[src/rtl/spiCfgPkg.sv]
package spiCfgPkg;
  localparam int REC_W      = 32;
  localparam int PAR_W      = 4;
  localparam int PAY_W      = REC_W - PAR_W;
  localparam int GROUP_SIZE = 4;
  localparam int CMD_W      = 8;
  localparam int ADDR_W     = CMD_W - 1;

  typedef enum logic [1:0] {
    MODE_IDLE  = 2'd0,
    MODE_WRITE = 2'd1,
    MODE_READ  = 2'd2
  } portModeT;

  typedef struct packed {
    logic shiftIn;
    logic cmdDone;
    logic loadRec;
    logic shiftOut;
  } spiStrobeT;

  // Append the parity nibble: lane k covers payload bits with index mod 4 == k
  function automatic logic [REC_W-1:0] sealRecord(input logic [PAY_W-1:0] payload);
    logic [PAR_W-1:0] par;
    par = '0;
    for (int i = 0; i < PAY_W; i++) begin
      par[i % PAR_W] = par[i % PAR_W] ^ payload[i];
    end
    return {par, payload};
  endfunction
endpackage

[src/rtl/spiCfgCtrl.sv]
module spiCfgCtrl
  import spiCfgPkg::*;
#(
  parameter int NUM_REC = 8,
  parameter int IDX_W   = 3
) (
  input  logic             clk,
  input  logic             rstN,
  input  logic             csN,
  input  logic             sclk,
  input  logic             sdaIn,
  output spiStrobeT        strb,
  output logic [IDX_W-1:0] loadIdx,
  output logic [IDX_W-1:0] recIdx,
  output logic             sdiS,
  output logic             sdaOe
);
  localparam logic [IDX_W-1:0] LAST_IDX = IDX_W'(NUM_REC - 1);

  logic csMeta, csS, csD;
  logic sclkMeta, sclkS, sclkD;
  logic sdiMeta;
  portModeT mode;
  logic [4:0] bitCnt;
  logic csFall, sclkRise, active;

  always_ff @(posedge clk or negedge rstN) begin
    if (!rstN) begin
      csMeta <= 1'b1; csS <= 1'b1; csD <= 1'b1;
      sclkMeta <= 1'b0; sclkS <= 1'b0; sclkD <= 1'b0;
      sdiMeta <= 1'b0; sdiS <= 1'b0;
    end else begin
      csMeta <= csN;    csS <= csMeta;    csD <= csS;
      sclkMeta <= sclk; sclkS <= sclkMeta; sclkD <= sclkS;
      sdiMeta <= sdaIn; sdiS <= sdiMeta;
    end
  end

  assign csFall   = csD & ~csS;
  assign sclkRise = sclkS & ~sclkD;
  assign active   = ~csS;

  always_comb begin
    strb    = '0;
    loadIdx = recIdx;
    if (csFall && sclkS) begin
      strb.loadRec = 1'b1;
      loadIdx      = '0;
    end else if (active && sclkRise && mode == MODE_WRITE) begin
      strb.shiftIn = 1'b1;
      strb.cmdDone = (bitCnt[2:0] == 3'd7);
    end else if (active && sclkRise && mode == MODE_READ) begin
      if (bitCnt == 5'd31) begin
        strb.loadRec = 1'b1;
        loadIdx      = (recIdx == LAST_IDX) ? '0 : recIdx + 1'b1;
      end else begin
        strb.shiftOut = 1'b1;
      end
    end
  end

  always_ff @(posedge clk or negedge rstN) begin
    if (!rstN) begin
      mode   <= MODE_IDLE;
      bitCnt <= '0;
      recIdx <= '0;
    end else begin
      if (csS)         mode <= MODE_IDLE;
      else if (csFall) mode <= sclkS ? MODE_READ : MODE_WRITE;
      if (csFall) bitCnt <= '0;
      else if (strb.shiftIn || strb.shiftOut || (strb.loadRec && mode == MODE_READ))
        bitCnt <= bitCnt + 1'b1;
      if (strb.loadRec) recIdx <= loadIdx;
    end
  end

  assign sdaOe = (mode == MODE_READ);

  a_r7_first_record_on_select: assert property (@(posedge clk) disable iff (!rstN)
    (csFall && sclkS) |-> (strb.loadRec && loadIdx == '0));
  a_r2_single_action: assert property (@(posedge clk) disable iff (!rstN)
    $onehot0({strb.shiftIn, strb.loadRec, strb.shiftOut}));
  a_r9_index_wraps: assert property (@(posedge clk) disable iff (!rstN)
    (strb.loadRec && mode == MODE_READ && !csFall && recIdx == LAST_IDX) |=> (recIdx == '0));
  a_r10_release_on_deselect: assert property (@(posedge clk) disable iff (!rstN)
    csS |=> !sdaOe);
endmodule

[src/rtl/spiCfgDatapath.sv]
module spiCfgDatapath
  import spiCfgPkg::*;
#(
  parameter int CFG_BITS = 112,
  parameter int NUM_REC  = 8,
  parameter int IDX_W    = 3
) (
  input  logic                     clk,
  input  logic                     rstN,
  input  spiStrobeT                strb,
  input  logic                     sdiS,
  input  logic [IDX_W-1:0]         loadIdx,
  input  logic [NUM_REC*PAY_W-1:0] recPayload,
  output logic [CFG_BITS-1:0]      cfg,
  output logic                     sdaOut
);
  logic [CMD_W-2:0]  cmdSh;
  logic [CMD_W-1:0]  cmdByte;
  logic [ADDR_W-1:0] cmdAddr;
  logic              addrOk;
  logic [REC_W-1:0]  recSh;

  assign cmdByte = {cmdSh, sdiS};
  assign cmdAddr = cmdByte[ADDR_W-1:0];
  assign addrOk  = (32'(cmdAddr) < CFG_BITS);

  always_ff @(posedge clk or negedge rstN) begin
    if (!rstN) begin
      cmdSh <= '0;
      cfg   <= '0;
      recSh <= '0;
    end else begin
      if (strb.shiftIn) cmdSh <= cmdByte[CMD_W-2:0];
      if (strb.cmdDone && addrOk) cfg[cmdAddr] <= cmdByte[CMD_W-1];
      if (strb.loadRec)
        recSh <= sealRecord(recPayload[32'(loadIdx)*PAY_W +: PAY_W]);
      else if (strb.shiftOut)
        recSh <= {1'b0, recSh[REC_W-1:1]};
    end
  end

  assign sdaOut = recSh[0];

  a_r3_high_addr_ignored: assert property (@(posedge clk) disable iff (!rstN)
    (strb.cmdDone && cmdAddr >= ADDR_W'(CFG_BITS)) |=> $stable(cfg));
  a_r2_one_bit_per_cmd: assert property (@(posedge clk) disable iff (!rstN)
    strb.cmdDone |=> ($countones(cfg ^ $past(cfg)) <= 1));
  a_r2_quiet_without_cmd: assert property (@(posedge clk) disable iff (!rstN)
    !strb.cmdDone |=> $stable(cfg));
  a_r2_value_lands: assert property (@(posedge clk) disable iff (!rstN)
    (strb.cmdDone && addrOk) |=> (cfg[$past(cmdAddr)] == $past(cmdByte[CMD_W-1])));
endmodule

[src/rtl/spiCfgPort.sv]
module spiCfgPort
  import spiCfgPkg::*;
#(
  parameter int NUM_GROUPS = 2,
  parameter int CFG_BITS   = 112,
  localparam int NUM_REC   = NUM_GROUPS * GROUP_SIZE,
  localparam int IDX_W     = (NUM_REC > 1) ? $clog2(NUM_REC) : 1
) (
  input  logic                     clk,
  input  logic                     rstN,
  input  logic                     csN,
  input  logic                     sclk,
  input  logic                     sdaIn,
  output logic                     sdaOut,
  output logic                     sdaOe,
  input  logic [NUM_REC*PAY_W-1:0] recPayload,
  output logic [CFG_BITS-1:0]      cfg,
  output logic                     recLoad,
  output logic [IDX_W-1:0]         recIdx
);
  spiStrobeT        strb;
  logic [IDX_W-1:0] loadIdx;
  logic             sdiS;

  spiCfgCtrl #(.NUM_REC(NUM_REC), .IDX_W(IDX_W)) u_ctrl (
    .clk(clk), .rstN(rstN), .csN(csN), .sclk(sclk), .sdaIn(sdaIn),
    .strb(strb), .loadIdx(loadIdx), .recIdx(recIdx), .sdiS(sdiS), .sdaOe(sdaOe)
  );

  spiCfgDatapath #(.CFG_BITS(CFG_BITS), .NUM_REC(NUM_REC), .IDX_W(IDX_W)) u_dp (
    .clk(clk), .rstN(rstN), .strb(strb), .sdiS(sdiS), .loadIdx(loadIdx),
    .recPayload(recPayload), .cfg(cfg), .sdaOut(sdaOut)
  );

  assign recLoad = strb.loadRec;
endmodule

[config.mk]
export PLATFORM = sky130hd
export DESIGN_NAME = spiCfgPort
export DESIGN_NICKNAME = d
export VERILOG_FILES = /design/src/rtl/spiCfgPkg.sv /design/src/rtl/spiCfgCtrl.sv /design/src/rtl/spiCfgDatapath.sv /design/src/rtl/spiCfgPort.sv
export SDC_FILE = /design/constraint.sdc
export NUM_CORES = 1
export LEC_CHECK = 0
export ABC_AREA = 1
export BUFFER_PORTS_ARGS = -buffer_cell sky130_fd_sc_hd__buf_2
export CAP_MARGIN = 40
export CORE_UTILIZATION = 35
export CTS_BUF_LIST = sky130_fd_sc_hd__clkbuf_8
export DETAILED_ROUTE_END_ITERATION = 12
export HOLD_SLACK_MARGIN = 0.15
export MAX_ROUTING_LAYER = met4
export SYNTH_ARGS = -nofsm -noshare
export SYNTH_HDL_FRONTEND = slang
export SYNTH_SLANG_ARGS = --single-unit
export TNS_END_PERCENT = 50
[constraint.sdc]
create_clock -name clk -period 3.2 [get_ports clk]
set_clock_uncertainty 0.2 [all_clocks]
set_input_delay 0.32 -clock clk [delete_from_list [all_inputs] [get_ports clk]]
set_output_delay 0.32 -clock clk [all_outputs]
set_load 0.005 [all_outputs]
==> results by group <==
Run status
  • Outcome: finished clean

Critical path
  • Reg2reg end: u_dp.recSh[28]
  • CP arrival: 3220 ps
  • Slowest CP cell: dfrtp_1
  • Worst-path maximum fanout: 22
  • Worst Reg2Reg Path Length in Cells: 23
  • Worst path bufs/invs: 3
  • Crit-path most repeated cell: nand2_1
  • Worst setup EP type: flip-flop
  • Crit-path leading delay family: simple AND/OR/NAND/NOR gates
  • CP startpoint kind: flip-flop
  • Critical Path RT: 3350 ps
  • Worst flop-to-flop path startpoint: u_ctrl.bitCnt[0]
  • Reg2reg setup slack: 140 ps
  • Crit path largest cell delay: 400 ps
  • CP Cell Sequence: ha_2 -> nand2_1 -> nor2_2 -> ha_2 -> inv_2 -> nand2_1 -> nand2_1 -> nand2_4 -> nand3_4 -> buf_4 -> clkbuf_16 -> nand2_1 -> nand3_1 -> nand3_1 -> o21ai_1 -> nand2_1 -> nand2_1 -> nand2_1 -> nand2_1 -> nand2_1 -> nand3_1 -> nand2_1 -> nand2_1
  • Crit Path Class: flip-flop to flip-flop

Synthesis
  • Synth top area share: a little under two fifths
  • Top cells by count, synth: nand2_1 (531), o21ai_0 (178), dfrtp_1 (166)
  • Largest cells by area after synthesis: dfrtp_1 (38%), nand2_1 (18%), o21ai_0 (8.1%), o31ai_1 (7.6%), nand3_1 (7.0%)
  • Compound-Gate Fraction of Synth Area: 18.0%
  • Syn Area/Cell: 6.94 µm²
  • Post-synthesis simple-gate area fraction: 33.6%
  • Main combinational cell family by area after synthesis: simple AND/OR/NAND/NOR gates
  • Area leader, netlist: dfrtp_1
  • Mux contribution to synthesized area: 0%
  • Register bit count reported by yosys: 169
  • Most used DFF post-synth: dfrtp_1
  • EDFF count, synth: 0
  • YS warnings: 0
  • Mapped Cells: 1,579
  • Mapped Nets: roughly 1,800
  • Synthesized area: 0.0110 mm²
  • Synth unique cells: 33
  • Adder-cell area share of the yosys netlist: 0.571%
  • Sequential area share after synthesis: 38.6%
  • Post-Synth XOR/XNOR Area: 0%
  • Ys async rst share: 100%
  • Most common cell in the netlist: nand2_1

Pwr
  • Clock power frac: a little over a quarter
  • Combinational Power Share: between 20% and 30%
  • Sw Ratio: between 30% and 40%
  • Power Density: 373 mW/mm²
  • Pint: 3.48 mW
  • Max IR drop VDD: 0.275 mV
  • Leakage: 7.49 nW
  • Part of the power in registers: 43.4%
  • Sw power: between 1.5 and 2 mW

Detailed routing
  • Vias after detailed routing: 12,500
  • DRC: 0
  • ANT nets after route: 0
  • Vias/cell: 5.37
  • Post-Route WL: 41.6 mm
  • Routed len/inst: approximately 18 µm
  • First-iteration detailed-routing DRC count: 974
  • TritonRoute pass-1 iters: 6

Placement
  • Hpwl dp: approximately 28 mm
  • GPL Wtd Cong: about 0.94
  • Port bufs: 346
  • Area post-placement: 0.0131 mm²
  • Cell total after placement: 2,254
  • Post-placement setup slack: 29.3 ps

STA
  • Final period util: 95.7%
  • Final slew viol count: 0
  • Worst-Margin Slew: 797 ps
  • Final hold viol count: 0
  • Slew headroom: 46.7%
  • Final worst path period need: 3060 ps
  • Setup violations, final: 0
  • Final setup margin: 137 ps
  • Max frequency: 327 MHz
  • Setup TNS: 0 ps

Floorplanning
  • Core Box Area: roughly 0.03 mm²
  • Die H: 179 µm
  • FP Rows: 64
  • Initial Util: 35.7%
  • Die area: 0.0320 mm²
  • Die extent in x: 179 µm
  • # IOs: 347

Finish
  • NumNets Final: 2,150
  • Design area: 0.0145 mm²
  • Share of cells above drive strength 1: 31.4%
  • Diodes inserted: 0
  • Area Overhead vs Synth: 32.1%
  • Post-Layout Cell Count: between 2,000 and 2,500

Min path
  • Hold EP: u_ctrl.sclkS
  • Hold Crit Class: flip-flop to flip-flop
  • Hold_sp: u_ctrl.sclkMeta
  • Hold depth: 0

Clocking
  • CTS Buf Count: 17
  • CTS Sinks: 169
  • CTS tree: built
  • Clock Latency Late Sink: 470 ps
  • H-tree Lvls: 4
  • Root Driver: clkbuf_8
  • CTS clock-pin slew for the worst setup and hold paths: 100 ps
  • Clock Tree Buf Depth: 2

Global routing
  • Vias in the first global route: approximately 11,000
  • All-Layer GR Usage: between 20% and 30%
  • Initial antenna violation count: 0
  • Gr ovfl total: 0
  • First-pass GRT wire length: approximately 60 mm
  • Largest net degree at the start of global routing: ~170

Job
  • Max Cap Viol: 0
layer usage:
metal / GRT usage, % / share of wire (%) / wire [µm] / vias up
met2: 41.6 / 49 / 20200 / 508
met1: 29.4 / 41 / 17000 / 5888
met5: - / 0 / 0 / -
met4: 6.21 / 2.7 / 1110 / 0
li1: - / - / - / 6000
met3: 4.56 / 7.8 / 3230 / 82
state kept, by name, summed over array words and instances (netlist names):
| signal | flops |
|---|---|
| u_ctrl.sdiMeta | 1 |
| u_ctrl.csMeta | 1 |
| u_ctrl.bitCnt | 5 |
| u_dp.recSh | 32 |
| u_ctrl.sclkD | 1 |
| u_ctrl.sclkS | 1 |
| u_ctrl.mode | 2 |
| u_ctrl.recIdx | 3 |
| u_dp.cfg | 112 |
| u_ctrl.sclkMeta | 1 |
| u_ctrl.csD | 1 |
| u_ctrl.csS | 1 |
| u_dp.cmdSh | 7 |
| u_ctrl.sdiS | 1 |
layout by cell type, fill, tap and decap left out, types with 2 or more instances in the layout:
| cell type | Yosys | final |
|---|---|---|
| a21oi_1 | 9 | 6 |
| a21oi_2 | 0 | 3 |
| buf_12 | 0 | 14 |
| buf_2 | 35 | 345 |
| buf_4 | 14 | 53 |
| buf_6 | 8 | 7 |
| buf_8 | 0 | 2 |
| clkbuf_16 | 0 | 7 |
| clkbuf_8 | 0 | 19 |
| dfrtp_1 | 166 | 166 |
| dfstp_2 | 3 | 3 |
| dlygate4sd3_1 | 0 | 4 |
| ha_1 | 5 | 3 |
| ha_2 | 0 | 2 |
| inv_1 | 98 | 97 |
| inv_2 | 8 | 10 |
| inv_4 | 2 | 2 |
| inv_6 | 1 | 10 |
| nand2_1 | 531 | 484 |
| nand2_2 | 3 | 49 |
| nand2_4 | 4 | 5 |
| nand3_1 | 154 | 110 |
| nand3_2 | 3 | 36 |
| nand3_4 | 1 | 13 |
| nand4_1 | 66 | 66 |
| nor2_1 | 83 | 80 |
| nor2_2 | 1 | 3 |
| nor2_4 | 4 | 5 |
| nor3_1 | 2 | 2 |
| o211ai_2 | 6 | 6 |
| o21ai_0 | 178 | 176 |
| o21ai_1 | 18 | 13 |
| o21ai_2 | 0 | 6 |
| o22ai_1 | 3 | 3 |
| o31ai_1 | 111 | 111 |
worst max-delay path by stage:
| stage | startpoint | endpoint | slack [ps] | depth (start not counted) |
|---|---|---|---|---|
| floorplan | u_ctrl.bitCnt[0] | u_dp.recSh[29] | 600 | 22 |
| global placement | u_ctrl.bitCnt[0] | u_dp.recSh[29] | 80 | 21 |
| detailed placement | u_ctrl.bitCnt[0] | u_dp.recSh[31] | 30 | 22 |
| CTS | u_ctrl.bitCnt[0] | u_dp.recSh[29] | 40 | 21 |
| global route | u_ctrl.bitCnt[0] | u_dp.recSh[31] | -50 | 25 |
| finish | u_ctrl.bitCnt[0] | u_dp.recSh[28] | 140 | 23 |
area by class of cell:
class,instances,area [µm²]
clock buffers,19,262
well taps,396,495
flip-flops and latches,169,4230
fillers,3184,16200
inverters,110,435
multi-input cells,1186,6220
repair buffers,432,2730
clock inverters,13,104
power groups by stage:
stage / combinational, mW / clock (mW) / sequential [mW]
floorplan: 0.808 / 0 / 2.36
detailed placement: 1.30 / 0 / 2.38
global placement: 1.29 / 0 / 2.37
finish: 1.59 / 1.46 / 2.34
CTS: 1.31 / 1.50 / 2.34
global route: 1.74 / 1.58 / 2.36
per-stage QoR:
step	power [mW]	utilization, %	hold slack, ps
2_1_floorplan	3.17	-	-176
3_3_place_gp	3.66	42.8	133
3_5_place_dp	3.67	42.8	136
4_1_cts	5.15	44.1	161
5_1_grt	5.68	47.2	169
6_report	5.39	47.2	159
logic make-up after synthesis:
kind of cell             count (synthesis)
AND/OR/NAND/NOR                        853
AO/OA/AOI/OAI                          327
buffers and inverters                  225
flip-flops                             169
adder cells (fa/ha/maj)                  5
worst reg2reg max path, cell delays in order, from the launching register on:
cell and delay (ps):
dfrtp_1 400, ha_2 190, nand2_1 60, nor2_2 110, ha_2 210, inv_2 50, nand2_1 50, nand2_1 80
nand2_4 110, nand3_4 140, buf_4 200, clkbuf_16 190, nand2_1 80, nand3_1 140, nand3_1 130, o21ai_1 110
nand2_1 90, nand2_1 50, nand2_1 80, nand2_1 60, nand2_1 60, nand3_1 70, nand2_1 60, nand2_1 50
timing repair:
action | 4_1_cts | 5_1_grt
buffers inserted | 0 | 24
hold endpoints to repair | 95 | 0
setup endpoints to repair | 1 | 5
cloned | 0 | 11
pin swaps | 0 | 45
hold buffers | 4 | 0
resized for setup | 1 | 138
Power figures use the tool's default switching activity.
